## config.mk

```make
export PLATFORM = sky130hd
export DESIGN_NAME = periodic_tick_unit
export DESIGN_NICKNAME = d
export VERILOG_FILES = /design/src/rtl/tick_pkg.sv /design/src/rtl/tick_prescaler.sv /design/src/rtl/tick_csr.sv /design/src/rtl/tick_power.sv /design/src/rtl/periodic_tick_unit.sv
export SDC_FILE = /design/constraint.sdc
export NUM_CORES = 1
export LEC_CHECK = 0
export BUFFER_PORTS_ARGS = -buffer_cell sky130_fd_sc_hd__buf_2
export CORE_MARGIN = 2
export CORE_UTILIZATION = 45
export CTS_BUF_LIST = sky130_fd_sc_hd__clkbuf_2
export CTS_CLUSTER_DIAMETER = 40
export DETAILED_ROUTE_END_ITERATION = 10
export PLACE_DENSITY = 0.67
export SETUP_SLACK_MARGIN = 0.3
export SYNTH_ARGS = -nofsm -noshare
export SYNTH_HDL_FRONTEND = slang
export SYNTH_SLANG_ARGS = --single-unit
```

## constraint.sdc

```tcl
create_clock -name clk -period 2.6 [get_ports clk]
set_clock_uncertainty 0.1 [all_clocks]
set_input_delay 0.26 -clock clk [delete_from_list [all_inputs] [get_ports clk]]
set_output_delay 0.26 -clock clk [all_outputs]
set_load 0.1 [all_outputs]
```

## src/rtl/tick_pkg.sv

```systemverilog
package tick_pkg;

    typedef enum logic [1:0] {
        PM_RUN   = 2'd0,
        PM_WAIT  = 2'd1,
        PM_AHALT = 2'd2,
        PM_HALT  = 2'd3
    } pmode_e;

    // Layout of the low nibble of the control/status byte
    localparam int FLAG_BIT = 0;
    localparam int IE_BIT   = 1;
    localparam int SEL_LO   = 2;
    localparam int SEL_HI   = 3;
    localparam int SEL_W    = 2;
    localparam int NUM_SEL  = 1 << SEL_W;

    typedef struct packed {
        logic [SEL_W-1:0] sel;
        logic             ie;
        logic             flag;
    } csr_t;

endpackage

```

## src/rtl/tick_prescaler.sv

```systemverilog
module tick_prescaler
    import tick_pkg::*;
#(
    parameter int unsigned PER0  = 16000,
    parameter int unsigned PER1  = 32000,
    parameter int unsigned PER2  = 80000,
    parameter int unsigned PER3  = 200000,
    parameter int unsigned CNT_W = 18
) (
    input  logic             clk,
    input  logic             rst_n,
    input  logic             run_i,
    input  logic [SEL_W-1:0] sel_req_i,
    output logic             tick_o
);
    localparam int unsigned LIM [NUM_SEL] = '{PER0 - 1, PER1 - 1, PER2 - 1, PER3 - 1};

    typedef struct packed {
        logic [CNT_W-1:0] cnt;
        logic [SEL_W-1:0] sel;
    } pre_t;

    pre_t st_d, st_q;
    logic [NUM_SEL-1:0] term_hit;
    logic wrap;

    // One terminal-count comparator per selectable period
    for (genvar g = 0; g < NUM_SEL; g++) begin : g_term
        assign term_hit[g] = (st_q.cnt == CNT_W'(LIM[g]));
    end

    assign wrap   = run_i & term_hit[st_q.sel];
    assign tick_o = wrap;

    always_comb begin
        st_d = st_q;
        if (run_i) begin
            if (wrap) begin
                st_d.cnt = '0;
                st_d.sel = sel_req_i;   // deferred period change lands here
            end else begin
                st_d.cnt = st_q.cnt + 1'b1;
            end
        end
    end

    always_ff @(posedge clk or negedge rst_n) begin
        if (!rst_n) st_q <= '0;
        else        st_q <= st_d;
    end

endmodule

```

## src/rtl/tick_csr.sv

```systemverilog
module tick_csr
    import tick_pkg::*;
(
    input  logic             clk,
    input  logic             rst_n,
    input  logic             frozen_i,
    input  logic             bus_sel,
    input  logic             bus_wr,
    input  logic [7:0]       bus_wdata,
    input  logic             tick_i,
    input  logic             irq_mask_i,
    output logic [7:0]       rdata_o,
    output logic [SEL_W-1:0] sel_o,
    output logic             ie_o,
    output logic             irq_o
);
    csr_t st_d, st_q;
    logic rd_hit, wr_hit;

    assign rd_hit = bus_sel & ~bus_wr & ~frozen_i;
    assign wr_hit = bus_sel &  bus_wr & ~frozen_i;

    always_comb begin
        st_d = st_q;
        if (wr_hit) begin
            st_d.sel = bus_wdata[SEL_HI:SEL_LO];
            st_d.ie  = bus_wdata[IE_BIT];
        end
        if (rd_hit) st_d.flag = 1'b0;
        if (tick_i) st_d.flag = 1'b1;     // a fresh timeout beats the read clear
    end

    always_ff @(posedge clk or negedge rst_n) begin
        if (!rst_n) st_q <= '0;
        else        st_q <= st_d;
    end

    assign rdata_o = {4'b0000, st_q};
    assign sel_o   = st_q.sel;
    assign ie_o    = st_q.ie;
    assign irq_o   = st_q.flag & st_q.ie & ~irq_mask_i;

endmodule

```

## src/rtl/tick_power.sv

```systemverilog
module tick_power
    import tick_pkg::*;
(
    input  logic   clk,
    input  logic   rst_n,
    input  logic   wait_req_i,
    input  logic   halt_req_i,
    input  logic   wake_i,
    input  logic   ie_i,
    input  logic   irq_i,
    output pmode_e mode_o,
    output logic   run_o
);
    pmode_e mode_d, mode_q;

    always_comb begin
        mode_d = mode_q;
        unique case (mode_q)
            PM_RUN: begin
                if (halt_req_i)      mode_d = ie_i ? PM_AHALT : PM_HALT;
                else if (wait_req_i) mode_d = PM_WAIT;
            end
            PM_WAIT, PM_AHALT: begin
                if (irq_i || wake_i) mode_d = PM_RUN;
            end
            PM_HALT: begin
                if (wake_i) mode_d = PM_RUN;
            end
            default: mode_d = PM_RUN;
        endcase
    end

    always_ff @(posedge clk or negedge rst_n) begin
        if (!rst_n) mode_q <= PM_RUN;
        else        mode_q <= mode_d;
    end

    assign mode_o = mode_q;
    assign run_o  = (mode_q != PM_HALT);

endmodule

```

## src/rtl/periodic_tick_unit.sv

```systemverilog
module periodic_tick_unit
    import tick_pkg::*;
#(
    parameter int unsigned PERIOD_SEL0 = 16000,
    parameter int unsigned PERIOD_SEL1 = 32000,
    parameter int unsigned PERIOD_SEL2 = 80000,
    parameter int unsigned PERIOD_SEL3 = 200000
) (
    input  logic       clk,
    input  logic       rst_n,
    input  logic       bus_sel,
    input  logic       bus_wr,
    input  logic [7:0] bus_wdata,
    output logic [7:0] bus_rdata,
    input  logic       irq_mask_i,
    input  logic       wait_req_i,
    input  logic       halt_req_i,
    input  logic       wake_i,
    output logic       irq_o,
    output logic       tick_o,
    output logic [1:0] mode_o
);
    localparam int unsigned MAX01 = (PERIOD_SEL0 > PERIOD_SEL1) ? PERIOD_SEL0 : PERIOD_SEL1;
    localparam int unsigned MAX23 = (PERIOD_SEL2 > PERIOD_SEL3) ? PERIOD_SEL2 : PERIOD_SEL3;
    localparam int unsigned MAXP  = (MAX01 > MAX23) ? MAX01 : MAX23;
    localparam int unsigned CNT_W = (MAXP > 2) ? $clog2(MAXP) : 1;

    logic             run;
    logic             tick;
    logic [SEL_W-1:0] sel_req;
    logic             ie;
    logic             irq;
    pmode_e           mode;

    tick_prescaler #(
        .PER0 (PERIOD_SEL0),
        .PER1 (PERIOD_SEL1),
        .PER2 (PERIOD_SEL2),
        .PER3 (PERIOD_SEL3),
        .CNT_W(CNT_W)
    ) u_pre (
        .clk      (clk),
        .rst_n    (rst_n),
        .run_i    (run),
        .sel_req_i(sel_req),
        .tick_o   (tick)
    );

    tick_csr u_csr (
        .clk       (clk),
        .rst_n     (rst_n),
        .frozen_i  (~run),
        .bus_sel   (bus_sel),
        .bus_wr    (bus_wr),
        .bus_wdata (bus_wdata),
        .tick_i    (tick),
        .irq_mask_i(irq_mask_i),
        .rdata_o   (bus_rdata),
        .sel_o     (sel_req),
        .ie_o      (ie),
        .irq_o     (irq)
    );

    tick_power u_pwr (
        .clk       (clk),
        .rst_n     (rst_n),
        .wait_req_i(wait_req_i),
        .halt_req_i(halt_req_i),
        .wake_i    (wake_i),
        .ie_i      (ie),
        .irq_i     (irq),
        .mode_o    (mode),
        .run_o     (run)
    );

    assign irq_o  = irq;
    assign tick_o = tick;
    assign mode_o = mode;

endmodule

```

# ---- Word level (Yosys, flattened, before mapping)
# Cells that the tools add are included.
dict set report op_classes {
  n_addsub 1
  n_mul 0
  div 0
  magnitude_cmp 1
  n_eq_ne 11
  shift 0
  n_mux 11
  bitwise 9
  n_reduce_logical 6
}
# operator count
set ops {}
lappend ops {{adder 18 x 1 -> 18 bit (second input constant)} 1}
lappend ops {{== test 18 x 14 -> 1 bit (second input constant)} 1}
lappend ops {{== test 18 x 15 -> 1 bit (second input constant)} 1}
lappend ops {{== test 18 x 17 -> 1 bit (second input constant)} 1}
lappend ops {{== test 18 bit (second input constant)} 1}
lappend ops {{2-to-1 mux 18 bit} 1}
lappend ops {{2-to-1 mux 2 bit} 4}
lappend ops {{AND 1 bit} 7}
lappend ops {{case mux 2 bit (3 select lines)} 1}
lappend ops {{== test 2 bit (second input constant)} 2}
lappend ops {{2-to-1 mux 1 bit} 4}
lappend ops {{!= test 2 bit (second input constant)} 2}
lappend ops {{less-than comparator 2 x 3 -> 1 bit (second input constant)} 1}
lappend ops {{!= test 3 bit (second input constant)} 1}
lappend ops {{AND reduction 3 bit} 1}
lappend ops {{binary-select mux 1 bit (select 2 bit)} 1}
lappend ops {{== test 2 x 1 -> 1 bit (second input constant)} 1}
lappend ops {{zero test 2 bit} 1}
lappend ops {{!= test 2 x 1 -> 1 bit (second input constant)} 1}
lappend ops {{inverter 1 bit} 2}
lappend ops {{AND reduction 2 bit} 1}
lappend ops {{nonzero test 2 bit} 1}
lappend ops {{OR reduction 2 bit} 1}
lappend ops {{logical OR 1 bit} 1}
dict set report word_totals {
  reg_bits 26
  latch_bits 0
  ramBits 0
  mem_bits_ro 0
  in_bits 16
  out_inout_bits 12
  elab_cells 45
  memories 0
}

# ---- Longest topological paths before layout
# Gate-level depths: netlist of run 1.
dict set report depth {
  ltp_word 5
  ltp_mapped 7
}

# ---- By module
# From an unflattened synthesis of run 1, not the netlist that was laid out.
dict set report unflattened {
  cells_unflattened 150
  area_unflattened_um2 1554.0
}
# mod instances cells_each area_per_inst_um2
set modules_own_cells {}
lappend modules_own_cells {tick_prescaler 1 112 1163.6}
lappend modules_own_cells {tick_csr 1 20 221.5}
lappend modules_own_cells {tick_power 1 17 165.2}
lappend modules_own_cells {periodic_tick_unit 1 1 3.8}

# ---- Worst setup path before layout of run 1
# Ideal clock, no wire load.
dict set report synth_path {
  path_type {register to register}
  from {register u_pwr.mode_q[0] (netlist: u_pwr.mode_o[0])}
  to {register u_pre.st_q[2] in the netlist's numbering}
  setup_ns 0.151
  arrival_time_ns 2.277
  setup_slack_ns 0.072
  stages_incl_launch_ff 7
  n_path_buf 0
  period_less_slack_ns 2.528
  path_cell_list {dfrtp_1 > ha_1 > nor4b_1 > nand4_1 > nand2_1 > a31o_2 > o21ai_0}
}
dict set report synth_between {
  elab_chain_cells 3
}
# element line_no
set synth_rtl {}
lappend synth_rtl {{start, declared} tick_power.sv:14} ;# pmode_e mode_d, mode_q;
lappend synth_rtl {{start signal, assigned} tick_power.sv:35} ;# else mode_q <= mode_d;
lappend synth_rtl {{!= test 2 bit} tick_power.sv:39} ;# assign run_o = (mode_q != PM_HALT);
lappend synth_rtl {{AND 1 bit} tick_prescaler.sv:32} ;# assign wrap = run_i & term_hit[st_q.sel];
lappend synth_rtl {{named net tick_o} periodic_tick_unit.sv:20} ;# output logic tick_o,
lappend synth_rtl {{2-to-1 mux 18 bit} tick_prescaler.sv:38} ;# if (wrap) begin
lappend synth_rtl {{end signal, assigned} tick_prescaler.sv:49} ;# else st_q <= st_d;
lappend synth_rtl {{end, declared} tick_prescaler.sv:23} ;# pre_t st_d, st_q;
# The timed path passes the listed nets, and every way through them passes these cells.
# A chain may end at the register's enable or synchronous reset.

# ---- Worst setup path in the final report of run 1
dict set report layout_path {
  from {register u_pwr.mode_q[1] (netlist: u_pwr.mode_o[1])}
  to {output tick_o}
}
dict set report layout_between {
  elab_chain_cells 2
}
# element line_no
set layout_rtl {}
lappend layout_rtl {{!= test 2 bit} tick_power.sv:39}
lappend layout_rtl {{AND 1 bit} tick_prescaler.sv:32}
lappend layout_rtl {{end, declared} periodic_tick_unit.sv:20}
# Every way passes these cells.

==> qor.csv, run 1 <==
metric,value,unit
clk_latency,0.36,ns
yosysWarnings,0,
cts_sinks,26,
dr.pass1.iters,5,
wire_per_inst,13.30,um
setup_viol,0,
min_path_type,in2reg,
r2r-start,u_pwr.mode_o[1]$_DFFE_PN0P_,
via_per_inst,5.374,
endpoint_kind,primary output,
drtAntennaViolNets,0,
postLayoutCoreUtil,0.5337,
async_flop_share,1.000,
synth_edf_count,0,
grt-ovfl-total,0,
design.die.area,0.003835,mm2
max_cap_viol_count,0,
path_max_fanout,6,
nets,201,
tightest_slew,0.5743,ns
place_ws,0.2715,ns
clk_path_buf_depth,2,
grt_use_total,0.1822,
clockRootBuffer,clkbuf_2,
stdcell_area,0.001753,mm2
dr.first_iter.drc_count,26,
post-route-period-util,0.8735,
rsz0062_at_grt,yes,
area_growth,16.07,%
rows,21,
cp-start-kind,register,
die_x,61.93,um
clk_pin_slew,0.23,ns
io_pins,28,
gp_congestion,0.7837,
drt_wl_total,3.020,mm
antenna_found_initial,0,
max_freq,0.4403,GHz
drive_gt1_frac,0.2818,
synth_seq_cells,26,
rr_endpoint,u_pre.st_q[19]$_DFFE_PN0P_,
cts-buffers-inserted,3,
cts_tree,built,
setup_ws,0.3288,ns
placed_cell_area,0.001623,mm2
slew_headroom,0.6171,
ys.flop_type,dfrtp_1,
status,finished clean,
slew_viol_final,0,
crit_type,reg2out,
synth_seq_area_share,0.4308,
synthDistinctLibCells,41,
cellLeakagePower,0.7719,nW
die_h,61.93,um
port-buffer-count,18,
drcViolationCount,0,
via_count,1220,
grt_pass1_vias,1215,
power_density,783.2,mW/mm2
cts_htree_levels,1,
grt_pass1_wl,5.106,mm
fin_setup_tns,0,ns
cp_data_required_time,2.24,ns
dpl.hpwl,2.175,mm
period_needed,2.271,ns
critPathLaunch,u_pwr.mode_o[1]$_DFFE_PN0P_,
r2r_cells,7,
core,0.003284,mm2
initial_core_util,0.4598,
r2r_setup_slack,0.50,ns
hold_viol,0,
synth.avg_cell_area,9.619,um2
n_antenna_cell,0,
netlist_area,0.001510,mm2
setup.worst_path.end,tick_o,
cp.arrival,1.91,ns
syn_inst,157,
worstHoldStart,bus_wdata[1],
peakVddDrop,597.3,uV
grt_max_degree,27,
[worst min-delay path by stage]
stage,endpoint,slack (ns),depth (start not counted)
2_1_floorplan,u_csr.ie_o$_DFFE_PN0P_,-0.14,0
3_3_place_gp,u_pre.st_q[4]$_DFFE_PN0P_,0.19,1
3_5_place_dp,u_pre.st_q[12]$_DFFE_PN0P_,0.19,1
4_1_cts,u_csr.ie_o$_DFFE_PN0P_,0.01,2
5_1_grt,u_csr.ie_o$_DFFE_PN0P_,0.003,2
6_report,u_csr.ie_o$_DFFE_PN0P_,0.01,2
[cells in the final DEF, fill, tap and decap left out, types with 2 or more instances in the layout]
cell type,n
a21oi_1,4
nor3_1,2
nand3b_1,3
xnor2_1,8
clkbuf_2,3
buf_4,6
nand2_1,13
dlygate4sd3_1,2
nand2b_1,3
xor2_1,8
dfrtp_2,3
nor2_1,23
dfrtp_1,23
o21ai_0,5
nand3_1,6
ha_1,2
and4bb_2,4
nand4_1,6
nor4_2,2
mux2_2,4
conb_1,4
inv_1,5
buf_2,17
and3_1,3
[critical path, stage by stage (launching register included)]
cell and delay (ns):
dfrtp_2 0.48, ha_4 0.20, nor4b_4 0.22, nand4_1 0.18, nand2_1 0.12, a31o_4 0.18, buf_12 0.17
[cells in the mapped netlist (all sizes together) (2+ instances only)]
library cell | count | share of area
nand4 | 6 | 0.025
a31o | 2 | 0.012
nand2 | 13 | 0.032
ha | 3 | 0.025
nand2b | 3 | 0.012
nand3 | 7 | 0.027
dfrtp | 26 | 0.43
xnor2 | 8 | 0.046
inv | 5 | 0.012
nor3 | 2 | 0.0066
and4bb | 4 | 0.033
and3 | 4 | 0.017
nand3b | 3 | 0.015
xor2 | 8 | 0.046
o21ai | 5 | 0.017
buf | 8 | 0.041
a21oi | 4 | 0.013
mux2 | 4 | 0.030
nor2 | 24 | 0.060
nor4 | 2 | 0.012
[power breakdown]
group	switching [W]	internal, W
Sequential	0.0000941	0.000492
Clock	0.000120	0.0000334
Combinational	0.000423	0.000211
[routing by layer]
metal,vias to the layer above,routed length (um),GRT usage
li1,592,-,-
met1,599,1349,0.2237
met2,24,1538,0.3263
met3,5,83,0.01863
met4,0,48,0.07295
met5,-,0,0
[sequential cells by signal, summed over array words and instances, names as in the netlist]
| register | flops |
|---|---|
| u_csr.rdata_o | 1 |
| u_csr.ie_o | 1 |
| u_csr.sel_o | 2 |
| u_pre.st_q | 20 |
| u_pwr.mode_o | 2 |
[per-stage QoR]
step,instances,hold WS (ns),power (W)
after floorplan,160,-0.1356,0.001060
after global placement,216,0.1869,0.001141
after detailed placement,216,0.1934,0.001164
after CTS,226,0.009828,0.001364
after global routing,227,0.003074,0.001453
final,227,0.01384,0.001373
[area by class of cell]
cell class / instances / area, um2
sequential: 26 / 654.4
multi-input combinational: 120 / 833.3
clock inverter: 1 / 3.754
clock buffer: 3 / 15.01
timing repair buffer: 26 / 170.2
tap: 46 / 57.56
inverter: 5 / 18.77
fill: 298 / 1531
[logic make-up after synthesis]
| family | count (synthesis) | share of synthesized area |
|---|---|---|
| and+or+nand+nor | 76 | 0.2883 |
| DFF | 26 | 0.4308 |
| AOI/OAI and AO/OA | 17 | 0.07540 |
| xor gates and xnor gates | 16 | 0.09280 |
| buffers and inverters | 14 | 0.05550 |
| muxes | 4 | 0.02982 |
| adders and majority gates | 3 | 0.02486 |
| other | 1 | 0.002483 |
[repair_timing]
item	CTS	global route
hold buffers	2	0
setup buffers	4	1
endpoints found under the hold margin	27	0
gates resized for setup	8	4
pin swaps	4	4
endpoints found under the setup margin	1	3
No activity file was read; power rests on OpenSTA's default activity.
==> run 2: changes to the inputs <==
==> constraint.sdc (replaced) <==
create_clock -name clk -period 2.6 [get_ports clk]
set_clock_uncertainty 0.1 [all_clocks]
set_input_delay 0.26 -clock clk [delete_from_list [all_inputs] [get_ports clk]]
set_output_delay 0.26 -clock clk [all_outputs]
set_load 0.05 [all_outputs]
==> run 2 against run 1 <==
Net effect:
- maximum frequency fell by 2.2%
- worst hold slack improved by 0.015 ns
- power rose by 1.1%
- final cell count rose by 0.88%
- flip-flop and latch count unchanged
- register-to-register slack gained 0.02 ns
- global-route usage down 0.50 points
- highest routed layer unchanged
==> qor.csv, run 2 (synthesized netlist as in run 1, its figures left out) <==
metric,value,unit,change
multi_input_area,819.5,um2,-1.7%
combPwrFrac,0.380,,-0.082
layout_common_cells,"24 x nor2_1, 24 x dfrtp_1, 17 x buf_2",,
cp.buffers_inverters,1,,unchanged
fin_cells,229,,+0.88%
grt_pass1_wl,5.043,mm,-1.2%
cts_htree_levels,1,,unchanged
core,0.003284,mm2,unchanged
slew_headroom,0.6155,,-0.001638
cts-buffers-inserted,3,,unchanged
setup_ws,0.2785,ns,-0.05032 ns
grt_use_total,0.1772,,-0.004979
power_switching,0.0005428,W,-15%
max_cap_viol_count,0,,unchanged
drtAntennaViolNets,0,,unchanged
rr_endpoint,u_pre.st_q[19]$_DFFE_PN0P_,,
cts_tree,built,,
p_seq_frac,0.431,,+0.004
p_int,0.0008452,W,+15%
cp_data_required_time,2.24,ns,about the same
whs_path_depth,3,,+1
via_per_inst,5.301,,-1.4%
cp-start-kind,register,,
drive_gt1_frac,0.2732,,-0.008544
period_needed,2.322,ns,+0.05031 ns
area_growth,17.56,%,
rsz0062_at_grt,no,,
endpoint_kind,primary output,,
clockRootBuffer,clkbuf_2,,
seq_area,653.1,um2,-0.19%
cp_cell_sequence,"nor4bb_1, nand4_1, nand2_1, a31o_2, buf_6",,
dr.first_iter.drc_count,53,,+100%
hold_viol,0,,unchanged
wire_per_inst,13.87,um,+4.2%
dr.pass1.iters,4,,-1
status,finished clean,,
cpMaxStageDelayCell,dfrtp_2,,
top_usage_layer,met2,,
clk_pin_slew,0.27,ns,+0.04 ns
die_x,61.93,um,unchanged
grt_use_met2,0.3158,,-0.01053
die_h,61.93,um,unchanged
dpl.cell_count,216,,unchanged
cp.arrival,1.96,ns,+0.05 ns
design.die.area,0.003835,mm2,unchanged
rows,21,,unchanged
antenna_found_initial,0,,unchanged
drcViolationCount,0,,unchanged
grt_pass1_vias,1162,,-4.4%
grt-ovfl-total,0,,unchanged
cpPeakStageDelay,0.53,ns,+0.05 ns
gp_congestion,0.7700,,-1.7%
whs,0.02873,ns,+0.01488 ns
port-buffer-count,18,,unchanged
slew_viol_final,0,,unchanged
min_path_type,in2reg,,
largest_reg_flops,20,,unchanged
p_clk_frac,0.189,,+0.078
cp_top_family,simple AND/OR/NAND/NOR gates,,
top_register,u_pre.st_q,,
use_met3,0.02070,,+0.002070
io_pins,28,,unchanged
tightest_slew,0.5768,ns,+0.002457 ns
dpl.hpwl,2.118,mm,-2.6%
via_count,1214,,-0.49%
r2r-start,u_pwr.mode_o[0]$_DFFE_PN0P_,,
initial_core_util,0.4598,,unchanged
cellLeakagePower,0.7871,nW,+2.0%
setup_viol,0,,unchanged
r2r_cells,6,,-1
hold_end,u_csr.rdata_o[0]$_DFFE_PN0P_,,
cts_sinks,26,,unchanged
p_sw_frac,0.3910,,-0.07241
n_fill_cell,308,,+3.4%
crit_type,reg2out,,
path_max_fanout,8,,+2
clk_path_buf_depth,2,,unchanged
n_antenna_cell,0,,unchanged
power_density,781.8,mW/mm2,-0.18%
place_ws,0.4155,ns,+0.1440 ns
post-route-period-util,0.8929,,+0.01935
worstHoldStart,bus_wr,,
clk_latency,0.37,ns,about the same
nets,203,,+1.0%
r2r_setup_slack,0.52,ns,+0.02 ns
grt_use_met1,0.2176,,-0.006051
grt_max_degree,27,,unchanged
peakVddDrop,468.1,uV,-22%
fin_setup_tns,0,ns,unchanged
max_freq,0.4308,GHz,-2.2%
drt_wl_total,3.176,mm,+5.2%
-- run 2: final cells by class --
| type | count | area share |
|---|---|---|
| clock buffer | 3 | 0.008457 |
| clock inverter | 1 | 0.01691 |
| multi-input combinational | 120 | 0.4616 |
| inverter | 5 | 0.01057 |
| sequential | 26 | 0.3679 |
| tap | 46 | 0.03242 |
| timing repair buffer | 28 | 0.1022 |
-- run 2: worst max path at each step --
stage                                     start                    endpoint  slack, ns  depth (start not counted)
detailed placement  u_pwr.mode_o[1]$_DFFE_PN0P_  u_pre.st_q[19]$_DFFE_PN0P_       0.42                          6
CTS                 u_pwr.mode_o[0]$_DFFE_PN0P_                      tick_o       0.31                          6
global route          u_pre.st_q[9]$_DFFE_PN0P_                      tick_o       0.15                          5
finish                u_pre.st_q[9]$_DFFE_PN0P_                      tick_o       0.28                          5
floorplan           u_pwr.mode_o[0]$_DFFE_PN0P_  u_pre.st_q[11]$_DFFE_PN0P_       0.47                          6
global placement    u_pwr.mode_o[1]$_DFFE_PN0P_  u_pre.st_q[19]$_DFFE_PN0P_       0.42                          6
-- run 2: per-stage QoR --
| stage | util | area (um2) | power [W] |
|---|---|---|---|
| after floorplan | - | 1521 | 0.0009396 |
| after CTS | 0.5238 | 1720 | 0.001328 |
| after global routing | 0.5406 | 1775 | 0.001485 |
| after detailed placement | 0.4907 | 1612 | 0.001045 |
| final | 0.5406 | 1775 | 0.001388 |
| after global placement | 0.4907 | 1612 | 0.001019 |
-- run 2: repair_timing --
| action | in CTS | in global routing |
|---|---|---|
| hold endpoints to repair | 29 | 0 |
| endpoints found under the setup margin | 1 | 1 |
| pin swaps | 0 | 2 |
| resized for setup | 3 | 7 |
| setup buffers | 2 | 3 |
| hold buffers | 4 | 0 |
-- run 2: power by group through the flow --
stage	clock [W]	sequential (W)	combinational (W)
floorplan	0	0.000649	0.000290
global placement	0	0.000586	0.000433
detailed placement	0	0.000595	0.000450
CTS	0.000265	0.000582	0.000481
global route	0.000281	0.000612	0.000592
finish	0.000262	0.000599	0.000527
-- run 2: metal layers --
metal  up-vias  routed length, um
met3         7                100
met1       584               1386
met2        29               1616
met4         0                 73
li1        594                  -
met5         -                  0
-- run 2: worst min-delay path: cells and delay by family --
family / cells / cell delay (ns)
buffers and inverters: 1 / 0.09
AOI/OAI and AO/OA: 1 / 0.07
and+or+nand+nor: 1 / 0.06
==> run 3: changes to the inputs <==
--- a/config.mk
+++ b/config.mk
@@ -6,12 +6,14 @@
 export NUM_CORES = 1
 export LEC_CHECK = 0
 export BUFFER_PORTS_ARGS = -buffer_cell sky130_fd_sc_hd__buf_2
+export CELL_PAD_IN_SITES_DETAIL_PLACEMENT = 1
+export CELL_PAD_IN_SITES_GLOBAL_PLACEMENT = 1
 export CORE_MARGIN = 2
-export CORE_UTILIZATION = 45
+export CORE_UTILIZATION = 43
 export CTS_BUF_LIST = sky130_fd_sc_hd__clkbuf_2
 export CTS_CLUSTER_DIAMETER = 40
 export DETAILED_ROUTE_END_ITERATION = 10
-export PLACE_DENSITY = 0.67
+export PLACE_DENSITY_LB_ADDON = 0.1
 export SETUP_SLACK_MARGIN = 0.3
 export SYNTH_ARGS = -nofsm -noshare
 export SYNTH_HDL_FRONTEND = slang
==> run 3 against run 2 <==
Net effect:
- final cell count increased by 0.87%
- wire length increased by 16%
- critical endpoint unchanged
- combinational power increased by 4.2%
- cell area decreased by 0.63%
- critical path type unchanged
==> qor.csv, run 3 (synthesized netlist as in run 1, its figures left out) <==
metric,value,unit,change
status,finished clean,,
design.die.area,0.004002,mm2,+4.3%
dpl.cell_count,216,,unchanged
drive_gt1_frac,0.2757,,+0.002452
period_needed,2.272,ns,-0.04957 ns
power_density,735.6,mW/mm2,-5.9%
rows,21,,unchanged
whs,0.03727,ns,+0.008537 ns
peakVddDrop,426.5,uV,-8.9%
stdcell_area,0.001764,mm2,-0.63%
cp-start-kind,register,,
cp_top_family,simple AND/OR/NAND/NOR gates,,
die_h,63.26,um,+2.1%
cpMaxStageDelayCell,dfrtp_1,,
fin_setup_tns,0,ns,unchanged
cellLeakagePower,0.7835,nW,-0.45%
setup_viol,0,,unchanged
tightest_slew,0.5905,ns,+0.01367 ns
via_per_inst,5.554,,+4.8%
grt_max_degree,27,,unchanged
die_x,63.26,um,+2.1%
grt-ovfl-total,0,,unchanged
grt_pass1_vias,1351,,+16%
placed_cell_area,0.001612,mm2,unchanged
cp.buffers_inverters,1,,unchanged
min_path_type,in2reg,,
io_pins,28,,unchanged
layout_common_cells,"25 x dfrtp_1, 23 x nor2_1, 17 x buf_2",,
cts_sinks,26,,unchanged
cts_htree_levels,1,,unchanged
cts-buffers-inserted,3,,unchanged
slew_headroom,0.6064,,-0.009116
cpPeakStageDelay,0.47,ns,-0.06 ns
dpl.hpwl,2.584,mm,+22%
grt_use_total,0.1972,,+0.01995
n_fill_cell,417,,+35%
cts_tree,built,,
clk_latency,0.37,ns,about the same
clockRootBuffer,clkbuf_2,,
cp_data_required_time,2.24,ns,about the same
largest_reg_flops,20,,unchanged
dr.pass1.iters,4,,unchanged
max_freq,0.4402,GHz,+2.2%
antenna_found_initial,0,,unchanged
clk_path_buf_depth,2,,unchanged
seq_area,651.9,um2,-0.19%
nets,205,,+0.99%
clk_pin_slew,0.26,ns,about the same
path_max_fanout,6,,-2
cp_cell_sequence,"ha_4, nor4b_4, nand4_1, nand2_1, a31o_2, buf_6",,
grt_pass1_wl,6.182,mm,+23%
wire_per_inst,15.91,um,+15%
drtAntennaViolNets,0,,unchanged
endpoint_kind,primary output,,
drcViolationCount,0,,unchanged
via_count,1283,,+5.7%
drt_wl_total,3.676,mm,+16%
cp.arrival,1.91,ns,-0.05 ns
gp_congestion,0.8176,,+6.2%
multi_input_area,820.8,um2,+0.15%
rsz0062_at_grt,yes,,
slew_viol_final,0,,unchanged
crit_type,reg2out,,
port-buffer-count,18,,unchanged
p_total,0.001298,W,-6.5%
final_common_cell,dfrtp_1,,
hold_viol,0,,unchanged
fin_cells,231,,+0.87%
top_register,u_pre.st_q,,
dr.first_iter.drc_count,50,,-5.7%
max_cap_viol_count,0,,unchanged
core,0.003363,mm2,+2.4%
n_antenna_cell,0,,unchanged
area_growth,16.82,%,
initial_core_util,0.4490,,-0.01078
post-route-period-util,0.8738,,-0.01907
[run 3: worst min-delay path, stage by stage]
cell and delay, ns:
buf_2 0.08, o21ai_0 0.09, nand2_1 0.07
[run 3: area by class of cell]
type | instances | share of cell area
Clock buffer | 3 | 0.008511
Clock inverter | 1 | 0.002128
Inverter | 5 | 0.01064
Multi-Input combinational cell | 120 | 0.4652
Sequential cell | 26 | 0.3695
Tap cell | 46 | 0.03262
Timing Repair Buffer | 30 | 0.1113
[run 3: path summary, 6_finish.rpt]
check	from	to	slack (ns)	depth (start not counted)
min in group asynchronous	rst_n	u_pre.st_q[13]$_DFFE_PN0P_	0.27	2
setup / recovery	u_pwr.mode_o[1]$_DFFE_PN0P_	tick_o	0.33	6
max in group asynchronous	rst_n	u_pre.st_q[8]$_DFFE_PN0P_	1.73	2
hold reg to reg	u_csr.sel_o[0]$_DFFE_PN0P_	u_pre.st_q[0]$_DFFE_PN0P_	0.45	1
hold / removal	bus_wr	u_csr.rdata_o[0]$_DFFE_PN0P_	0.04	3
setup reg to reg	u_pwr.mode_o[1]$_DFFE_PN0P_	u_pre.st_q[19]$_DFFE_PN0P_	0.39	7
[run 3: what timing repair did]
item | 4_1_cts | 5_1_grt
pin swaps | 1 | 2
resized for setup | 7 | 3
hold buffers | 2 | 2
setup buffers | 4 | 3
setup endpoints to repair | 1 | 1
hold endpoints to repair | 27 | 2
[run 3: report_power, final]
part / total, W / internal [W] / switching (W)
Clock: 0.000163 / 0.0000334 / 0.000130
Combinational: 0.000549 / 0.000225 / 0.000324
Sequential: 0.000586 / 0.000489 / 0.0000961
Total: 0.00130 / 0.000747 / 0.000550
[run 3: routing by layer]
layer,global-route usage,wire length (um),vias up
met5,0,0,-
met4,0.06793,55,0
met3,0.02679,161,7
met2,0.3630,1906,45
met1,0.2343,1552,635
li1,-,-,596
[run 3: metrics by stage]
stage | util | worst slack, ns
4_1_cts | 0.5082 | 0.3059
3_5_place_dp | 0.4792 | 0.3778
5_1_grt | 0.5246 | 0.2018
6_report | 0.5246 | 0.3281
3_3_place_gp | 0.4792 | 0.4020
2_1_floorplan | - | 0.4736
